==> src/rtl/boot_seq_pkg.sv <==
package boot_seq_pkg;

   localparam int SRC_W = 3;

   typedef enum logic [SRC_W-1:0] {
      SRC_USB   = 3'd0,
      SRC_NOR   = 3'd1,
      SRC_EMMC  = 3'd2,
      SRC_SD    = 3'd3,
      SRC_SNAND = 3'd4
   } src_e;

   typedef enum logic [2:0] {
      ST_SAMPLE = 3'd0,
      ST_REQ    = 3'd1,
      ST_GAP    = 3'd2,
      ST_OK     = 3'd3,
      ST_FAIL   = 3'd4
   } st_e;

   // true for sources whose image begins at a fixed sector
   function automatic logic uses_sector(src_e s);
      return (s == SRC_NOR) || (s == SRC_EMMC) || (s == SRC_SD);
   endfunction

endpackage

==> src/rtl/boot_order_lut.sv <==
module boot_order_lut
   import boot_seq_pkg::*;
#(
   parameter int ORDER_MAX = 4,
   localparam int IDX_W    = (ORDER_MAX > 1) ? $clog2(ORDER_MAX) : 1
) (
   input  logic [2:0]       code_i,
   input  logic [IDX_W-1:0] idx_i,
   output src_e             src_o,
   output logic [IDX_W:0]   len_o
);

   generate
      if (ORDER_MAX < 4) begin : g_bad_depth
         $error("boot_order_lut: ORDER_MAX must hold the longest order (4)");
      end
   endgenerate

   src_e list [ORDER_MAX];

   always_comb begin
      for (int i = 0; i < ORDER_MAX; i++) list[i] = SRC_USB;
      len_o = '0;
      unique case (code_i)
         3'b000, 3'b100: begin
            list[0] = SRC_USB;  list[1] = SRC_NOR;
            list[2] = SRC_EMMC; list[3] = SRC_SD;
            len_o   = (IDX_W+1)'(4);
         end
         3'b001, 3'b101: begin
            list[0] = SRC_USB;  list[1] = SRC_EMMC; list[2] = SRC_SD;
            len_o   = (IDX_W+1)'(3);
         end
         3'b010, 3'b110: begin
            list[0] = SRC_NOR;  list[1] = SRC_EMMC;
            list[2] = SRC_SD;   list[3] = SRC_USB;
            len_o   = (IDX_W+1)'(4);
         end
         3'b011: begin
            list[0] = SRC_SNAND; list[1] = SRC_EMMC; list[2] = SRC_USB;
            len_o   = (IDX_W+1)'(3);
         end
         default: begin
            list[0] = SRC_EMMC; list[1] = SRC_SD; list[2] = SRC_USB;
            len_o   = (IDX_W+1)'(3);
         end
      endcase
   end

   assign src_o = list[idx_i];

endmodule

==> src/rtl/boot_usb_latch.sv <==
module boot_usb_latch #(
   parameter bit KEEP_EN = 1'b1
) (
   input  logic clk,
   input  logic cold_rst_n,
   input  logic set_i,
   output logic q_o
);

   generate
      if (KEEP_EN) begin : g_keep
         logic flag_q;
         always_ff @(posedge clk or negedge cold_rst_n) begin
            if (!cold_rst_n)  flag_q <= 1'b0;
            else if (set_i)   flag_q <= 1'b1;
         end
         assign q_o = flag_q;

         AST_FLAG_HOLDS: assert property (@(posedge clk) disable iff (!cold_rst_n)
            q_o |=> q_o);
         AST_FLAG_SETS: assert property (@(posedge clk) disable iff (!cold_rst_n)
            set_i |=> q_o);
      end else begin : g_drop
         logic unused_set;
         assign unused_set = set_i;
         assign q_o = 1'b0;
      end
   endgenerate

endmodule

==> src/rtl/boot_seq_fsm.sv <==
module boot_seq_fsm
   import boot_seq_pkg::*;
#(
   parameter int AREA_W     = 2,
   parameter int SECT_W     = 16,
   parameter int IMG_SECTOR = 1,
   parameter int EMMC_AREAS = 3,
   parameter int ORDER_MAX  = 4,
   localparam int IDX_W     = (ORDER_MAX > 1) ? $clog2(ORDER_MAX) : 1
) (
   input  logic              clk,
   input  logic              rst_n,
   input  logic [2:0]        strap_i,
   input  logic              plug_vld_i,
   input  logic              plug_sd_i,
   input  logic              sticky_i,
   output logic              sticky_set_o,
   output logic [2:0]        code_o,
   output logic [IDX_W-1:0]  idx_o,
   input  src_e              lut_src_i,
   input  logic [IDX_W:0]    lut_len_i,
   output logic              ld_req_o,
   output src_e              ld_src_o,
   output logic [AREA_W-1:0] ld_area_o,
   output logic [SECT_W-1:0] ld_sector_o,
   input  logic              ld_done_i,
   input  logic              ld_ok_i,
   output logic              boot_ok_o,
   output logic              boot_fail_o
);

   localparam logic [AREA_W-1:0] AREA_LAST = AREA_W'(EMMC_AREAS - 1);

   generate
      if (EMMC_AREAS < 1 || EMMC_AREAS > (1 << AREA_W)) begin : g_bad_area
         $error("boot_seq_fsm: EMMC_AREAS does not fit AREA_W");
      end
      if (IMG_SECTOR >= (1 << SECT_W)) begin : g_bad_sector
         $error("boot_seq_fsm: IMG_SECTOR does not fit SECT_W");
      end
   endgenerate

   st_e               st_q;
   logic [2:0]        code_q;
   logic              forced_q;
   src_e              forced_src_q;
   logic [IDX_W-1:0]  idx_q;
   logic [AREA_W-1:0] area_q;
   src_e              cur_src;
   logic              want_usb;
   logic              list_end;

   assign want_usb = (plug_vld_i && !plug_sd_i) || sticky_i;
   assign cur_src  = forced_q ? forced_src_q : lut_src_i;
   assign list_end = ({1'b0, idx_q} == (lut_len_i - 1'b1));

   always_ff @(posedge clk or negedge rst_n) begin
      if (!rst_n) begin
         st_q         <= ST_SAMPLE;
         code_q       <= '0;
         forced_q     <= 1'b0;
         forced_src_q <= SRC_USB;
         idx_q        <= '0;
         area_q       <= '0;
      end else begin
         unique case (st_q)
            ST_SAMPLE: begin
               code_q <= strap_i;
               idx_q  <= '0;
               area_q <= '0;
               if (want_usb) begin
                  forced_q     <= 1'b1;
                  forced_src_q <= SRC_USB;
               end else if (plug_vld_i) begin
                  forced_q     <= 1'b1;
                  forced_src_q <= SRC_SD;
               end
               st_q <= ST_REQ;
            end
            ST_REQ: begin
               if (ld_done_i) begin
                  if (ld_ok_i) begin
                     st_q <= ST_OK;
                  end else if (cur_src == SRC_EMMC && area_q != AREA_LAST) begin
                     area_q <= area_q + 1'b1;
                     st_q   <= ST_GAP;
                  end else begin
                     area_q <= '0;
                     if (forced_q) begin
                        forced_q <= 1'b0;
                        st_q     <= ST_GAP;
                     end else if (list_end) begin
                        st_q <= ST_FAIL;
                     end else begin
                        idx_q <= idx_q + 1'b1;
                        st_q  <= ST_GAP;
                     end
                  end
               end
            end
            ST_GAP:  st_q <= ST_REQ;
            ST_OK:   st_q <= ST_OK;
            default: st_q <= ST_FAIL;
         endcase
      end
   end

   assign sticky_set_o = (st_q == ST_SAMPLE) && plug_vld_i && !plug_sd_i;
   assign code_o       = code_q;
   assign idx_o        = idx_q;
   assign ld_req_o     = (st_q == ST_REQ);
   assign ld_src_o     = cur_src;
   assign ld_area_o    = area_q;
   assign ld_sector_o  = uses_sector(cur_src) ? SECT_W'(IMG_SECTOR) : '0;
   assign boot_ok_o    = (st_q == ST_OK);
   assign boot_fail_o  = (st_q == ST_FAIL);

   AST_REQ_HELD: assert property (@(posedge clk) disable iff (!rst_n)
      ld_req_o && !ld_done_i |=> ld_req_o && $stable(ld_src_o) && $stable(ld_area_o));
   AST_REQ_GAP: assert property (@(posedge clk) disable iff (!rst_n)
      ld_req_o && ld_done_i |=> !ld_req_o);
   AST_OK_FINAL: assert property (@(posedge clk) disable iff (!rst_n)
      boot_ok_o |=> boot_ok_o && !ld_req_o && !boot_fail_o);
   AST_FAIL_FINAL: assert property (@(posedge clk) disable iff (!rst_n)
      boot_fail_o |=> boot_fail_o && !ld_req_o && !boot_ok_o);
   AST_AREA_ZERO: assert property (@(posedge clk) disable iff (!rst_n)
      ld_req_o && ld_src_o != SRC_EMMC |-> ld_area_o == '0);
   AST_AREA_STEP: assert property (@(posedge clk) disable iff (!rst_n)
      ld_req_o && ld_done_i && !ld_ok_i && ld_src_o == SRC_EMMC && ld_area_o != AREA_LAST
      |=> ld_area_o == $past(ld_area_o) + 1'b1);
   AST_SECTOR_SET: assert property (@(posedge clk) disable iff (!rst_n)
      ld_req_o && (ld_src_o == SRC_SD || ld_src_o == SRC_EMMC || ld_src_o == SRC_NOR)
      |-> ld_sector_o == SECT_W'(IMG_SECTOR));
   AST_STRAP_HELD: assert property (@(posedge clk) disable iff (!rst_n)
      st_q != ST_SAMPLE |=> $stable(code_o));
   AST_ONE_STATUS: assert property (@(posedge clk) disable iff (!rst_n)
      $onehot0({ld_req_o, boot_ok_o, boot_fail_o}));

endmodule

==> src/rtl/boot_seq_ctrl.sv <==
module boot_seq_ctrl
   import boot_seq_pkg::*;
#(
   parameter int AREA_W     = 2,
   parameter int SECT_W     = 16,
   parameter int IMG_SECTOR = 1,
   parameter int EMMC_AREAS = 3,
   parameter int ORDER_MAX  = 4,
   parameter bit KEEP_USB   = 1'b1
) (
   input  logic              clk,
   input  logic              cold_rst_n,
   input  logic              warm_rst_n,
   input  logic [2:0]        strap_i,
   input  logic              plug_vld_i,
   input  logic              plug_sd_i,
   output logic              ld_req_o,
   output logic [SRC_W-1:0]  ld_src_o,
   output logic [AREA_W-1:0] ld_area_o,
   output logic [SECT_W-1:0] ld_sector_o,
   input  logic              ld_done_i,
   input  logic              ld_ok_i,
   output logic              boot_ok_o,
   output logic              boot_fail_o
);

   localparam int IDX_W = (ORDER_MAX > 1) ? $clog2(ORDER_MAX) : 1;

   logic             sys_rst_n;
   logic             sticky;
   logic             sticky_set;
   logic [2:0]       code;
   logic [IDX_W-1:0] idx;
   src_e             lut_src;
   logic [IDX_W:0]   lut_len;
   src_e             src_sel;

   assign sys_rst_n = cold_rst_n & warm_rst_n;

   boot_usb_latch #(.KEEP_EN(KEEP_USB)) u_latch (
      .clk        (clk),
      .cold_rst_n (cold_rst_n),
      .set_i      (sticky_set),
      .q_o        (sticky)
   );

   boot_order_lut #(.ORDER_MAX(ORDER_MAX)) u_lut (
      .code_i (code),
      .idx_i  (idx),
      .src_o  (lut_src),
      .len_o  (lut_len)
   );

   boot_seq_fsm #(
      .AREA_W     (AREA_W),
      .SECT_W     (SECT_W),
      .IMG_SECTOR (IMG_SECTOR),
      .EMMC_AREAS (EMMC_AREAS),
      .ORDER_MAX  (ORDER_MAX)
   ) u_fsm (
      .clk          (clk),
      .rst_n        (sys_rst_n),
      .strap_i      (strap_i),
      .plug_vld_i   (plug_vld_i),
      .plug_sd_i    (plug_sd_i),
      .sticky_i     (sticky),
      .sticky_set_o (sticky_set),
      .code_o       (code),
      .idx_o        (idx),
      .lut_src_i    (lut_src),
      .lut_len_i    (lut_len),
      .ld_req_o     (ld_req_o),
      .ld_src_o     (src_sel),
      .ld_area_o    (ld_area_o),
      .ld_sector_o  (ld_sector_o),
      .ld_done_i    (ld_done_i),
      .ld_ok_i      (ld_ok_i),
      .boot_ok_o    (boot_ok_o),
      .boot_fail_o  (boot_fail_o)
   );

   assign ld_src_o = src_sel;

   AST_QUIET_IN_RESET: assert property (@(posedge clk)
      !sys_rst_n |-> !ld_req_o && !boot_ok_o && !boot_fail_o);

endmodule

==> config.mk <==
export PLATFORM = sky130hd
export DESIGN_NAME = boot_seq_ctrl
export DESIGN_NICKNAME = d
export VERILOG_FILES = /design/src/rtl/boot_seq_pkg.sv /design/src/rtl/boot_order_lut.sv /design/src/rtl/boot_usb_latch.sv /design/src/rtl/boot_seq_fsm.sv /design/src/rtl/boot_seq_ctrl.sv
export SDC_FILE = /design/constraint.sdc
export NUM_CORES = 1
export LEC_CHECK = 0
export CORE_ASPECT_RATIO = 0.7
export CORE_MARGIN = 3
export CORE_UTILIZATION = 45
export DETAILED_ROUTE_END_ITERATION = 10
export PLACE_DENSITY = 0.78
export RECOVER_POWER = 25
export SLEW_MARGIN = 20
export SYNTH_ARGS = -nofsm -noshare
export SYNTH_HDL_FRONTEND = slang
export SYNTH_SLANG_ARGS = --single-unit
export TNS_END_PERCENT = 1
==> constraint.sdc <==
create_clock -name clk -period 2.8 [get_ports clk]
set_input_delay 0.56 -clock clk [delete_from_list [all_inputs] [get_ports clk]]
set_output_delay 0.56 -clock clk [all_outputs]
set_load 0.02 [all_outputs]
# --- Word-level counts from Yosys, hierarchy flattened ---
# Cells that the tools add are included.
word_totals:
  register_bits: 15
  elab_cells: 87
  in_bits: 10
classes:
  n_bitwise: 2
  n_lt_le_gt_ge: 1
  eq_ne: 21
  reduce_logical: 21
  addsub: 3
  muxes: 32
op_table:
  columns: ["operator", "count"]
  rows:
  - ["$pmux W9 S4", 1]
  - ["$mux W3", 11]
  - ["$eq A3 B2 Y1 const B", 6]
  - ["$mux W2", 9]
  - ["$eq A3 B3 Y1 const B", 4]
  - ["$ne A2 B2 Y1 const B", 5]
  - ["$eq A3 B1 Y1 const B", 3]
  - ["$pmux W3 S3", 1]
  - ["$pmux W2 S2", 2]
  - ["$reduce_or A2 Y1", 4]
  - ["$bmux W3 S2", 1]
  - ["$logic_not A3 Y1", 2]
  - ["$mux W1", 6]
  - ["$reduce_and A6 Y1", 1]
  - ["$reduce_and A5 Y1", 1]
  - ["$add A2 B1 Y2 const B", 2]
  - ["$logic_and A1 B1 Y1", 4]
  - ["$reduce_bool A2 Y1", 2]
  - ["$reduce_or A4 Y1", 1]
  - ["$eq A2 B3 Y1", 1]
  - ["$ge A3 B3 Y1 const B", 1]
  - ["$logic_or A1 B1 Y1", 3]
  - ["$ne A3 B2 Y1 const B", 1]
  - ["$not A2 Y3", 1]
  - ["7 further kinds", 7]

# --- Depth between registers and ports, before layout ---
# Gate-level depths: netlist of the first run.
logic_depth:
  ltp_word: 13
  depth_mapped: 7

# --- Modules after synthesis ---
# A second synthesis of the first run with hierarchy kept.
hier_totals:
  hier_cells: 110
  area_unflattened_um2: 947.2
by_module_without_submodules:
  columns: ["mod", "cells_per_inst", "area_each_um2", "instances", "seq_area_each_um2"]
  rows:
  - ["boot_seq_fsm", 91, 817.0, 1, 300.3]
  - ["boot_order_lut", 16, 92.6, 1, 0.0]
  - ["boot_usb_latch", 2, 31.3, 1, 25.0]
  - ["boot_seq_ctrl", 1, 6.3, 1, 0.0]

# --- Worst setup path after synthesis of the first run ---
# Ideal clock, no wire load.
synth_timing:
  kind: "flip-flop to output port"
  start: "register u_fsm.idx_q[0] (netlist: u_fsm.idx_o[0])"
  end: "output ld_sector_o[0]"
  slack_ns: 0.821
  n_path_buf: 1
  arrival_ns: 1.419
  required_time_ns: 2.240
  path_stages_with_launch: 6
  cell_sequence: "dfrtp_1 buf_4 maj3_1 a21oi_1 nand2_1 nand3_1"
synth_via:
  elab_chain_len: 9
  word_cells_on_any_way: 11
synth_lines:
  columns: ["item", "line_no", "text"]
  rows:
  - ["from (decl)", "boot_seq_fsm.sv:47", "logic [IDX_W-1:0] idx_q;"]
  - ["from (signal assigned)", "boot_seq_fsm.sv:95", "idx_q <= idx_q + 1'b1;"]
  - ["$not A2 Y3 (not written as such) (*)", "boot_order_lut.sv:50", "assign src_o = list[idx_i];"]
  - ["$bmux W3 S2 (*)", "boot_order_lut.sv:50", null]
  - ["$mux W3 (not written as such) (*) (2 in series)", "boot_order_lut.sv:50", null]
  - ["$mux W3 (*)", "boot_seq_fsm.sv:54", "assign cur_src = forced_q ? forced_src_q : lut_src_i;"]
  - ["$eq A3 B1 Y1 or $eq A3 B2 Y1 (tied branches)", "boot_seq_pkg.sv:23", "return (s == SRC_NOR) || (s == SRC_EMMC) || (s == SRC_SD);"]
  - ["$logic_or A1 B1 Y1", "boot_seq_pkg.sv:23", null]
  - ["$logic_or A1 B1 Y1 (*)", "boot_seq_pkg.sv:23", null]
  - ["$mux W1 (*)", "boot_seq_fsm.sv:114", "assign ld_sector_o = uses_sector(cur_src) ? SECT_W'(IMG_SECTOR) : '0;"]
  - ["to (decl)", "boot_seq_ctrl.sv:20", "output logic [SECT_W-1:0] ld_sector_o,"]
# Every way passes the cells marked *; elsewhere a longest branch is shown, timed or not. The select of a mux whose other input is x is not followed.

# --- Worst setup path in the final report of the first run ---
layout_timing:
  start: "register u_fsm.idx_q[0] (netlist: u_fsm.idx_o[0])"
  end: "output ld_src_o[0]"
layout_via:
  elab_chain_len: 5
layout_lines:
  columns: ["item", "line_no", "text"]
  rows:
  - ["$not A2 Y3 (not written as such)", "boot_order_lut.sv:50", null]
  - ["$bmux W3 S2", "boot_order_lut.sv:50", null]
  - ["$mux W3 (not written as such) (2 in series)", "boot_order_lut.sv:50", null]
  - ["$mux W3", "boot_seq_fsm.sv:54", null]
  - ["to (decl)", "boot_seq_ctrl.sv:18", "output logic [SRC_W-1:0] ld_src_o,"]
# Every way passes these cells. The select of a mux whose other input is x is not followed.

==> results of run 1 <==
==> final cells by class <==
class | instances | area, µm²
well taps | 30 | 37.5
fillers | 194 | 822
multi-input cells | 86 | 591
repair buffers | 19 | 193
flip-flops and latches | 13 | 325
clock buffers | 4 | 26.3
inverters | 6 | 22.5
==> sequential cells by signal, indices dropped and copies added (netlist names) <==
name	cells
u_fsm.forced_src_q	1
u_latch.q_o	1
u_fsm.st_q	3
u_fsm.ld_area_o	2
u_fsm.idx_o	2
u_fsm.code_o	3
u_fsm.forced_q	1
==> where the power goes <==
part           leakage (nW)  internal, mW  switching, mW  total [mW]
registers             0.161         0.265          0.130       0.394
clock network        0.0150        0.0553         0.0661       0.121
logic                 0.348         0.348          0.420       0.768
total                 0.525         0.668          0.615        1.28
==> kinds of logic after synthesis <==
family	Yosys count	synth area share
flops	13	0.311
simple gates	35	0.190
compound gates	29	0.246
fa+ha+maj	2	0.0215
buf+inv	28	0.178
other cells	1	0.00359
mux	3	0.0323
xor+xnor	2	0.0167
==> layer usage <==
metal,up-vias,track usage,wire length [µm]
met4,0,0.0386,15
met5,-,0,0
met1,398,0.213,1040
li1,408,-,-
met3,4,0.0463,195
met2,39,0.290,1050
==> final timing paths <==
kind                       cells past startpoint            endpoint  slack [ns]           start
max in group asynchronous                      2  u_fsm.ld_area_o[1]        1.28      cold_rst_n
min in group asynchronous                      1         u_latch.q_o        0.50      cold_rst_n
min                                            1         u_latch.q_o        0.49     u_latch.q_o
max reg2reg                                    5      u_fsm.idx_o[0]        0.74   u_fsm.st_q[1]
min reg2reg                                    1         u_latch.q_o        0.49     u_latch.q_o
max                                            5         ld_src_o[0]        0.21  u_fsm.idx_o[0]
==> Yosys cell counts, types with 2 or more instances <==
library cell	number	share of area
nor3b_1	3	0.022
nand3_1	2	0.0096
nor3_1	2	0.0096
nor2_1	6	0.022
nand2_1	8	0.029
a21oi_1	3	0.014
buf_6	2	0.022
inv_1	6	0.022
dfrtp_1	13	0.31
a211oi_1	2	0.014
xnor2_1	2	0.017
o21ai_0	2	0.0096
buf_2	2	0.0096
nor2b_1	2	0.012
a22oi_1	2	0.014
mux2_2	3	0.032
a21o_1	2	0.014
a221o_1	2	0.019
buf_4	17	0.12
==> repair_timing <==
item	in CTS	in global routing
setup endpoints to repair	2	2
gates cloned	0	0
pin swaps	0	0
hold buffers	0	0
buffers inserted	0	0
resized for setup	1	2
==> impl_results.md, run 1 <==
- Wire length per cell: ~15 µm
- Slew @ Worst Pin: 0.862 ns
- Worst EP required: 2.24 ns
- Post-synthesis cell area: ~0.0010 mm²
- FP Rows: 13
- Root Driver: clkbuf_4
- Core footprint: 0.00202 mm²
- Leak: around 0.52 nW
- Crit path DAT: 2.03 ns
- Iter 0 DRT Violations: 37
- CTS buffer count: 3
- Power Density: ~1100 mW/mm²
- Drt total wl: about 2.3 mm
- Final Skew: roughly 0.0036 ns
- Final core utilization: 0.592
- Final Critical Period: ~2.6 ns
- Syn avg cell area: ~9.3 µm²
- Setup ws final: about 0.21 ns
- Critical Path Source Type: flip-flop
- Slowest stage delay, CP: approximately 0.60 ns
- Global-route wire length before repair: around 3.7 mm
- Post-Synthesis Cells: 113
- Worst-path clk slew: approximately 0.08 ns
- Relative slew slack: 0.425
- Vias in the first global route: roughly 800
- Area growth, synth to finish: 14.2%
- Total track usage: 0.168
- HPWL Detailed: roughly 1.8 mm
- CTS max path bufs: 2
- Final Hold Vio Count: 0
- Peak Freq: 0.386 GHz
- # clock sinks: 13
- Fin Hold WS: 0.485 ns
- Grt total ovfl: 0
- H-tree levels: 1
- Critical path class: reg -> out
- Die Span Y: about 46 µm
- Number of max-slew violations in the final report: 0
- Die Span X: 63.6 µm
- Place WS: 0.275 ns
- DRC errors left: 0
- Final Cycle Share: 0.926
- Non-filler instance count after layout: 158
- Fin area: approximately 0.0012 mm²
- CP Capture Type: primary output
- CP delay by family, top: buffers and inverters
- Pwr Total: about 1.3 mW
- Cells after DPL: between 150 and 200
- Share of cells above drive strength 1: 0.141
- Setup tns final: 0 ns
- Most used DFF post-synth: dfrtp_1
- Max FO, Critical Path: 11
- Pre-Repair DR Iteration Count: 4
- WP buf/inv: 2
- RSZ-0062 raised after global routing: false
- Slowest stage cell, crit path: clkdlybuf4s50_1
- Port-buffer cells: 18
- Full die area: 0.00295 mm²
- Crit-path cells: buf_4 > xnor2_1 > o31a_1 > nand2_1 > clkdlybuf4s50_1
- Starting Density: 0.519
- Clk_lat worst skew: approximately 0.28 ns
- Antenna violations before repair: 0
- CTS tree: built
- Peak VDD IR: 0.568 mV
- Synth warn: 0
- Vias per inst: 5.37
- Final setup vio count: 0
- Status: completed
- Final ANT Viol Nets: 0
- Global placement routability congestion: between 0.9 and 1
- Leading cell type in the layout, fill and taps excluded: conb_1
- Routed vias: 849
- Unique masters post-synth: 51
- HP Class: reg -> reg
- Most frequent cells in the layout: conb_1, clkdlybuf4s50_1, dfrtp_1
- Post-synth EDFFs: 0
- Max Cap Viol: 0
- Largest net degree at the start of global routing: 13
- Diode count: 0
- # IOs: 34
- Seq cells post-synth: 13
- Dpl cell area: ~0.0012 mm²
- Async set-reset flop share out of synthesis: 1.00
- Post-layout nets: 140
- Sequential area share after synthesis: 0.311
Note: power is estimated with default switching activity, not from simulation.
==> run 2: changes to the inputs <==
--- a/config.mk
+++ b/config.mk
@@ -15,4 +15,4 @@
 export SYNTH_ARGS = -nofsm -noshare
 export SYNTH_HDL_FRONTEND = slang
 export SYNTH_SLANG_ARGS = --single-unit
-export TNS_END_PERCENT = 1
+export TNS_END_PERCENT = 10
==> constraint.sdc (replaced) <==
create_clock -name clk -period 3.3 [get_ports clk]
set_input_delay 0.66 -clock clk [delete_from_list [all_inputs] [get_ports clk]]
set_output_delay 0.66 -clock clk [all_outputs]
set_load 0.02 [all_outputs]
==> run 2 against run 1 <==
Compared with the run above:
- die area did not move
- largest cell class unchanged
- sequential share of layout area rose by 0.38 points
- register-to-register slack improved by 0.48 ns
- clock-buffer cell count did not move
- core utilization fell by 0.81 points
- critical path type unchanged
- wire length fell by 5.3%
- flip-flop and latch count did not move
==> impl_results.md, run 2 (same netlist as run 1, synthesis figures left out) <==
- Final setup vio count: 0
- Critical path depth: 5
- Critical Path Source Type: flip-flop
- CP delay by family, top: buffers and inverters
- CTS resizes: 0
- Full die area: between 0.002 and 0.003 mm²
- # clock sinks: 13
- Diode count: 0
- Fin area: 0.00118 mm²
- Leak: 0.508 nW
- Final Hold Vio Count: 0
- Peak Freq: around 0.33 GHz
- HPWL Detailed: approximately 1.7 mm
- Gr busiest metal: met2
- Crit. Startpoint: u_fsm.idx_o[0]
- Max FO, Critical Path: 12
- Number of max-slew violations in the final report: 0
- H-tree levels: 1
- R2r startpoint: u_fsm.st_q[1]
- Final Critical Period: 3.05 ns
- Global-route wire length before repair: around 3.7 mm
- Fin Hold WS: ~0.5 ns
- Die Span X: about 64 µm
- Met2 Resource Use GR: 0.243
- Share of cells above drive strength 1: 0.126
- CTS buffer count: 3
- Status: completed
- Critical path destination: ld_sector_o[0]
- Total track usage: 0.168
- Setup ws final: approximately 0.25 ns
- Clk_lat worst skew: roughly 0.28 ns
- Dpl cell area: 0.00115 mm²
- Global-route track usage on met1: 0.242
- CTS tree: built
- Crit-path cells: maj3_1 > a21oi_1 > nand2_1 > nand3_1 > clkdlybuf4s50_1
- Pre-Repair DR Iteration Count: 4
- Worst-path clk slew: 0.08 ns
- Peak VDD IR: roughly 0.58 mV
- Critical path class: reg -> out
- Slowest stage delay, CP: 0.61 ns
- Worst EP required: around 2.6 ns
- Iter 0 DRT Violations: 26
- Non-filler instance count after layout: around 160
- Power Density: slightly above 900 mW/mm²
- Final Skew: 0.00587 ns
- Setup slack, reg-to-reg: about 1.2 ns
- Slowest stage cell, crit path: clkdlybuf4s50_1
- R2r endpoint: u_fsm.idx_o[0]
- Final core utilization: 0.584
- Final Cycle Share: 0.925
- Setup tns final: 0 ns
- Slew @ Worst Pin: ~0.8 ns
- Root Driver: clkbuf_4
- FP Rows: 13
- Leading cell type in the layout, fill and taps excluded: clkdlybuf4s50_1
- Max Cap Viol: 0
- Reg2reg path depth: 5
- Port-buffer cells: 18
- Vias per inst: between 5 and 6
- Most frequent cells in the layout: clkdlybuf4s50_1, conb_1, dfrtp_1
- Crit path DAT: 2.39 ns
- Area growth, synth to finish: 12.7%
- WP buf/inv: 1
- HP Class: reg -> reg
- Routed vias: roughly 800
- Wire length per cell: roughly 14 µm
- Cells after DPL: between 150 and 200
- CP Capture Type: primary output
- Post-CTS Hold Fix Bufs: 0
- Postcts setup bufs: 0
- Post-layout nets: between 100 and 150
- DRC errors left: 0
- Place WS: 0.579 ns
- Pwr Total: 1.07 mW
- Die Span Y: around 46 µm
- Final ANT Viol Nets: 0
- Drt total wl: 2.18 mm
- Core footprint: about 0.0020 mm²
- RSZ-0062 raised after global routing: false
- Antenna violations before repair: 0
- CTS max path bufs: 2
- Vias in the first global route: ~710
- Grt total ovfl: 0
- # IOs: 34
- Met3 usage: 0.0463
- Largest net degree at the start of global routing: 13
- Relative slew slack: 0.463
- Fillcell total: around 200
- Starting Density: 0.519
- Global placement routability congestion: roughly 0.94
-- run 2: cell count changes in the layout (fill, tap and decap cells not counted) --
cell and delta:
dlymetal6s2s_1 -2, buf_4 -1, a21oi_2 -1, a21oi_1 +1, clkdlybuf4s50_1 +2
-- run 2: routing by layer --
layer	up-vias	share of wire
li1	403	-
met1	361	0.49
met2	35	0.44
met3	4	0.067
met4	0	0.0087
met5	-	0
-- run 2: final cells by class --
type / instances / area (µm²) / area share
Multi-Input combinational cell: 86 / 587 / 0.498
Tap cell: 30 / 37.5 / 0.0318
Timing Repair Buffer: 18 / 180 / 0.153
Inverter: 6 / 22.5 / 0.0191
Clock buffer: 4 / 26.3 / 0.0223
Sequential cell: 13 / 325 / 0.276
-- run 2: report_power, final --
group | leakage [nW] | total, mW | internal, mW | switching (mW)
sequential | 0.161 | 0.348 | 0.224 | 0.124
clock | 0.0150 | 0.0987 | 0.0470 | 0.0517
combinational | 0.331 | 0.622 | 0.290 | 0.332
total | 0.508 | 1.07 | 0.561 | 0.507
-- run 2: worst min-delay path by stage --
stage                            from           to  slack (ns)  depth (start not counted)
after floorplan            cold_rst_n  u_latch.q_o        0.36                          0
after global placement    u_latch.q_o  u_latch.q_o        0.46                          1
after detailed placement  u_latch.q_o  u_latch.q_o        0.47                          1
after CTS                 u_latch.q_o  u_latch.q_o        0.49                          1
after global routing      u_latch.q_o  u_latch.q_o        0.53                          1
final                     u_latch.q_o  u_latch.q_o        0.49                          1
